===== src/rtl/mdio_pkg.sv =====
`timescale 1ns/1ps
package mdio_pkg;
   localparam int unsigned HDR_BITS  = 14;
   localparam int unsigned TA_BITS   = 2;
   localparam int unsigned REG_BITS  = 16;
   localparam int unsigned TAIL_BITS = HDR_BITS + TA_BITS + REG_BITS;

   localparam logic [1:0] SOF_CODE = 2'b01;
   localparam logic [1:0] OPC_WR   = 2'b01;
   localparam logic [1:0] OPC_RD   = 2'b10;
   localparam logic [1:0] TURN_WR  = 2'b10;

   // Everything after the preamble, first bit to go out at the top.
   function automatic logic [TAIL_BITS-1:0] pack_tail(input logic rd,
                                                      input logic [4:0] phy,
                                                      input logic [4:0] rg,
                                                      input logic [REG_BITS-1:0] wd);
      return {SOF_CODE, (rd ? OPC_RD : OPC_WR), phy, rg,
              (rd ? 2'b00 : TURN_WR), (rd ? {REG_BITS{1'b0}} : wd)};
   endfunction
endpackage


===== src/rtl/mdio_halfper.sv =====
`timescale 1ns/1ps
module mdio_halfper #(
   parameter int unsigned HALF_CYC = 40
) (
   input  logic clk,
   input  logic rst_n,
   input  logic run,
   output logic tick
);
   localparam int unsigned CNT_W = 16;

   generate
      if (HALF_CYC == 1) begin : g_direct
         assign tick = run;
      end else begin : g_count
         logic [CNT_W-1:0] cnt;
         always_ff @(posedge clk or negedge rst_n) begin
            if (!rst_n)             cnt <= '0;
            else if (!run || tick)  cnt <= '0;
            else                    cnt <= cnt + 1'b1;
         end
         assign tick = run && (cnt == CNT_W'(HALF_CYC - 1));
      end
   endgenerate
endmodule


===== src/rtl/mdio_seq.sv =====
`timescale 1ns/1ps
module mdio_seq
   import mdio_pkg::*;
#(
   parameter int unsigned PRE_LEN = 32
) (
   input  logic        clk,
   input  logic        rst_n,
   input  logic        req,
   input  logic        req_rd,
   input  logic [4:0]  req_phy,
   input  logic [4:0]  req_reg,
   input  logic [15:0] req_wdata,
   input  logic        tick,
   output logic        busy,
   output logic        done,
   output logic        mdc,
   output logic        mdio_o,
   output logic        mdio_oe,
   output logic        smp,
   output logic        fin_rd
);
   localparam int unsigned FRAME_LEN = PRE_LEN + TAIL_BITS;
   localparam int unsigned IDX_W     = $clog2(FRAME_LEN);
   localparam logic [IDX_W-1:0] LAST    = IDX_W'(FRAME_LEN - 1);
   localparam logic [IDX_W-1:0] HDR_END = IDX_W'(PRE_LEN + HDR_BITS);
   localparam logic [IDX_W-1:0] CAP_BEG = IDX_W'(PRE_LEN + HDR_BITS + TA_BITS);
   localparam logic [IDX_W-1:0] PRE_END = IDX_W'(PRE_LEN);

   logic                 phase_hi;
   logic [IDX_W-1:0]     idx;
   logic [TAIL_BITS-1:0] tail;
   logic                 is_rd;
   logic                 in_pre;

   assign in_pre = (idx < PRE_END);

   always_ff @(posedge clk or negedge rst_n) begin
      if (!rst_n) begin
         busy     <= 1'b0;
         done     <= 1'b0;
         phase_hi <= 1'b0;
         idx      <= '0;
         tail     <= '0;
         is_rd    <= 1'b0;
      end else begin
         done <= 1'b0;
         if (!busy) begin
            if (req) begin
               busy     <= 1'b1;
               phase_hi <= 1'b0;
               idx      <= '0;
               is_rd    <= req_rd;
               tail     <= pack_tail(req_rd, req_phy, req_reg, req_wdata);
            end
         end else if (tick) begin
            if (!phase_hi) begin
               phase_hi <= 1'b1;
            end else begin
               phase_hi <= 1'b0;
               if (idx == LAST) begin
                  busy <= 1'b0;
                  done <= 1'b1;
                  idx  <= '0;
               end else begin
                  idx <= idx + 1'b1;
                  if (!in_pre) tail <= {tail[TAIL_BITS-2:0], 1'b0};
               end
            end
         end
      end
   end

   assign mdc     = busy && phase_hi;
   assign mdio_o  = in_pre ? 1'b1 : tail[TAIL_BITS-1];
   assign mdio_oe = !(busy && is_rd && (idx >= HDR_END));
   assign smp     = busy && tick && !phase_hi && is_rd && (idx >= CAP_BEG);
   assign fin_rd  = busy && tick && phase_hi && is_rd && (idx == LAST);
endmodule


===== src/rtl/mdio_rdcap.sv =====
`timescale 1ns/1ps
module mdio_rdcap #(
   parameter int unsigned DW = 16
) (
   input  logic          clk,
   input  logic          rst_n,
   input  logic          smp,
   input  logic          fin_rd,
   input  logic          mdio_i,
   output logic [DW-1:0] rd_data
);
   logic [DW-1:0] shreg;

   always_ff @(posedge clk or negedge rst_n) begin
      if (!rst_n) begin
         shreg   <= '0;
         rd_data <= '0;
      end else begin
         if (smp)    shreg   <= {shreg[DW-2:0], mdio_i};
         if (fin_rd) rd_data <= shreg;
      end
   end
endmodule


===== src/rtl/mdio_master.sv =====
`timescale 1ns/1ps
module mdio_master
   import mdio_pkg::*;
#(
   parameter int unsigned HALF_CYC = 40,
   parameter int unsigned PRE_LEN  = 32
) (
   input  logic        clk,
   input  logic        rst_n,
   input  logic        req,
   input  logic        req_rd,
   input  logic [4:0]  req_phy,
   input  logic [4:0]  req_reg,
   input  logic [15:0] req_wdata,
   output logic        busy,
   output logic        done,
   output logic [15:0] rd_data,
   output logic        mdc,
   output logic        mdio_o,
   output logic        mdio_oe,
   input  logic        mdio_i
);
   generate
      if (HALF_CYC < 1 || HALF_CYC > 65535) begin : g_bad_half
         $error("mdio_master: HALF_CYC must lie in 1..65535");
      end
      if (PRE_LEN < 1 || PRE_LEN > 32) begin : g_bad_pre
         $error("mdio_master: PRE_LEN must lie in 1..32");
      end
   endgenerate

   logic tick, smp, fin_rd;

   mdio_halfper #(.HALF_CYC(HALF_CYC)) u_hp (
      .clk(clk), .rst_n(rst_n), .run(busy), .tick(tick)
   );

   mdio_seq #(.PRE_LEN(PRE_LEN)) u_seq (
      .clk(clk), .rst_n(rst_n), .req(req), .req_rd(req_rd),
      .req_phy(req_phy), .req_reg(req_reg), .req_wdata(req_wdata),
      .tick(tick), .busy(busy), .done(done), .mdc(mdc),
      .mdio_o(mdio_o), .mdio_oe(mdio_oe), .smp(smp), .fin_rd(fin_rd)
   );

   mdio_rdcap #(.DW(REG_BITS)) u_cap (
      .clk(clk), .rst_n(rst_n), .smp(smp), .fin_rd(fin_rd),
      .mdio_i(mdio_i), .rd_data(rd_data)
   );
endmodule


===== config.mk =====
export PLATFORM = sky130hd
export DESIGN_NAME = mdio_master
export DESIGN_NICKNAME = d
export VERILOG_FILES = /design/src/rtl/mdio_pkg.sv /design/src/rtl/mdio_halfper.sv /design/src/rtl/mdio_seq.sv /design/src/rtl/mdio_rdcap.sv /design/src/rtl/mdio_master.sv
export SDC_FILE = /design/constraint.sdc
export NUM_CORES = 1
export LEC_CHECK = 0
export ABC_CLOCK_PERIOD_IN_PS = 3000
export BUFFER_PORTS_ARGS = -buffer_cell sky130_fd_sc_hd__buf_2
export CORE_ASPECT_RATIO = 1.75
export CORE_UTILIZATION = 55
export CTS_BUF_LIST = sky130_fd_sc_hd__clkbuf_16
export CTS_CLUSTER_SIZE = 24
export DETAILED_ROUTE_END_ITERATION = 8
export GPL_ROUTABILITY_DRIVEN = 0
export PLACE_DENSITY = 0.75
export SYNTH_ARGS = -nofsm -noshare
export SYNTH_HDL_FRONTEND = slang
export SYNTH_SLANG_ARGS = --single-unit

===== constraint.sdc =====
create_clock -name clk -period 3 [get_ports clk]
set_clock_uncertainty 0.15 [all_clocks]
set_input_delay 0.6 -clock clk [delete_from_list [all_inputs] [get_ports clk]]
set_output_delay 0.6 -clock clk [all_outputs]
set_load 0.01 [all_outputs]

==> impl_metrics.toml <==
[status]
status = "finished clean"

[route]
drtPass1Iterations = 4
avgViaCountPerCell = 5.70
wire_per_inst_um = 15.3
drt_iter0_drc = 158
drc = 0
num_vias = 2720
antenna_left = 0
wirelength_um = 7310

[logic_synthesis]
ys_seq_elements = 90
synth_edf_count = 0
ys_warn_count = 0
synth_area_per_cell_um2 = 12.5
synthFlopType = "dfrtp_1"
ys_seq_area_frac = 0.543
synth_fp_nets = 365
syn_area_um2 = 4150
async_reset_ff_frac = 1.00
postSynthCellCount = 332
synth_cell_types = 45

[timing]
setup-violations-final = 0
tightest_slew_ps = 646
slew_violations = 0
finalSetupTns_ps = 0
min_period_ps = 2610
post-route-period-util = 0.870
slew_headroom = 0.566
fin_hold_ws_ps = 97.8
final_hold_viol_count = 0
rsz0062_at_grt = "no"
fmaxAchievable_mhz = 383

[cells_and_area]
final_cell_mix = "dfrtp_1 (90), mux2_2 (58), buf_2 (50), nand2_1 (26), nor2_1 (17)"
syn_to_final_growth_pct = 16.6
seq_area_um2 = 2250
final_common_cell = "dfrtp_1"
insertedDiodeCount = 0
fillers = 528
nNetsFinal = 419
drive_gt1_frac = 0.355
multi_input_area_um2 = 1790
postLayoutCellArea_um2 = 4830

[global_routing]
first_global_vias = 2806
grt_start_max_net_pins = 49
grt_pass1_wl_um = 12500
grt_util_all_layers = 0.214
antenna_found_initial = 0
grt_overflow = 0

[floorplan]
start_util = 0.573
coreArea_um2 = 7230
io_pins = 52
fp.dieW_um = 67.6
rows = 41
die_height_um = 117
dieArea_um2 = 7900

[setup_path]
cp-start-kind = "flip-flop"
crit_required_ps = 3060
worstPathArrival_ps = 2670
critPathKind = "reg -> reg"
cp_max_fo = 32
endpoint_kind = "flip-flop"

[power]
powerDensity_nw_per_um2 = 737
peakVddDrop_v = 0.000633
internal_power_uw = 2630
pwr-share-clk = 0.348
p_leak_uw = 0.00232
p_seq_frac = 0.464
p_switching_uw = 932
switching_share = 0.262
power_frac_comb = 0.188

[clock_tree]
cts-resized-gates = 0
htreeDepth = 3
cts_made_buffers = 9
clkSinkCount = 90
clk_pin_slew_worst_paths_ps = 60
post-cts-setup-buffers = 0
worstSkewPairLatency_ps = 330
clk_path_buf_depth = 2
ctsHoldBuffers = 0
clk_root_buffer_cell = "clkbuf_16"
cts_tree = "yes"

[placement]
dp_hpwl_um = 5050
postPlaceCellArea_um2 = 4500
numPortBuffers = 51

[flow_run]
drv_cap = 0

[worst_hold_path]
hp-class = "in -> async"
## sequential cells by signal, summed over array words and instances, names as in the netlist
register and flops:
u_seq.idx 6, u_cap.shreg 16, u_seq.is_rd 1, u_seq.busy 1, u_cap.rd_data 16, u_hp.g_count.cnt 16, u_seq.done 1, u_seq.phase_hi 1
u_seq.tail 32
## cell usage after synthesis, types with 2 or more instances
cell | n | share of area
nand4_1 | 6 | 0.0091
nor4_1 | 4 | 0.0060
nor2b_1 | 2 | 0.0030
dfrtp_1 | 90 | 0.54
inv_1 | 8 | 0.0072
or4_1 | 3 | 0.0054
o211ai_1 | 2 | 0.0036
nand2_1 | 26 | 0.024
and3_1 | 4 | 0.0060
nand3_1 | 7 | 0.0085
nor2_1 | 17 | 0.015
xor2_1 | 8 | 0.017
o21ai_0 | 7 | 0.0085
buf_6 | 2 | 0.0054
clkbuf_1 | 5 | 0.0045
a22o_1 | 13 | 0.027
a21oi_1 | 8 | 0.0097
mux2_2 | 58 | 0.16
or3_1 | 3 | 0.0045
nor4b_4 | 2 | 0.011
o31ai_1 | 2 | 0.0036
mux2_1 | 10 | 0.027
mux2i_1 | 3 | 0.0072
nor3_1 | 3 | 0.0036
ha_1 | 2 | 0.0060
buf_4 | 4 | 0.0072
buf_2 | 4 | 0.0048
and2_1 | 2 | 0.0030
xnor2_1 | 5 | 0.011
a2bb2o_1 | 2 | 0.0048
nor4b_1 | 2 | 0.0042
and4_1 | 5 | 0.011
## path summary, 6_finish.rpt
| check | startpoint | end | slack [ps] | cells after the start |
|---|---|---|---|---|
| min reg2reg | u_cap.rd_data[12] | u_cap.rd_data[12] | 330 | 1 |
| min in group clk | u_cap.rd_data[12] | u_cap.rd_data[12] | 330 | 1 |
| min | rst_n | u_hp.g_count.cnt[6] | 100 | 1 |
| max in group asynchronous | rst_n | u_seq.tail[31] | 1960 | 2 |
| max | u_hp.g_count.cnt[0] | u_seq.tail[4] | 390 | 6 |
| max reg2reg | u_hp.g_count.cnt[0] | u_seq.tail[4] | 390 | 6 |
## cell families after synthesis
| kind of cell | share of synthesized area |
|---|---|
| AO/OA/AOI/OAI | 0.0670 |
| XOR/XNOR | 0.0275 |
| adder cells (fa/ha/maj) | 0.00604 |
| buffers and inverters | 0.0293 |
| flip-flops | 0.543 |
| multiplexers | 0.192 |
| AND/OR/NAND/NOR | 0.135 |
## worst max-delay path: stages (launching register included)
cell     delay, ps
dfrtp_1        380
ha_1           240
nor4b_4        310
nand4_1        390
o21ai_2        240
buf_4          390
mux2_2         380
## metal layers
metal / track usage / routed length, um
met1: 0.250 / 3020
met2: 0.354 / 3840
met3: 0.0514 / 256
met4: 0.115 / 189
met5: 0 / 0
## through the flow
stage                     worst slack, ps  cells   util  total power (uW)
final                                 391    477  0.668              3560
after global routing                  249    477  0.668              3760
after CTS                             409    477  0.668              3590
after detailed placement              443    461  0.622              2340
after global placement                495    461  0.622              2310
after floorplan                       787    332      -              2160
## cell type report
| cell class | instances | area share |
|---|---|---|
| Tap cell | 86 | 0.0223 |
| Clock buffer | 9 | 0.0466 |
| Inverter | 8 | 0.00621 |
| Multi-Input combinational cell | 219 | 0.370 |
| Sequential cell | 90 | 0.466 |
| Clock inverter | 7 | 0.0228 |
| Timing Repair Buffer | 58 | 0.0668 |
## power groups by stage
stage | combinational, uW | sequential (uW) | clock (uW)
final | 670 | 1650 | 1240
after global placement | 644 | 1660 | 0
after CTS | 679 | 1650 | 1260
after floorplan | 567 | 1590 | 0
after global routing | 749 | 1690 | 1320
after detailed placement | 673 | 1670 | 0
(Power assumes the default switching activity.)
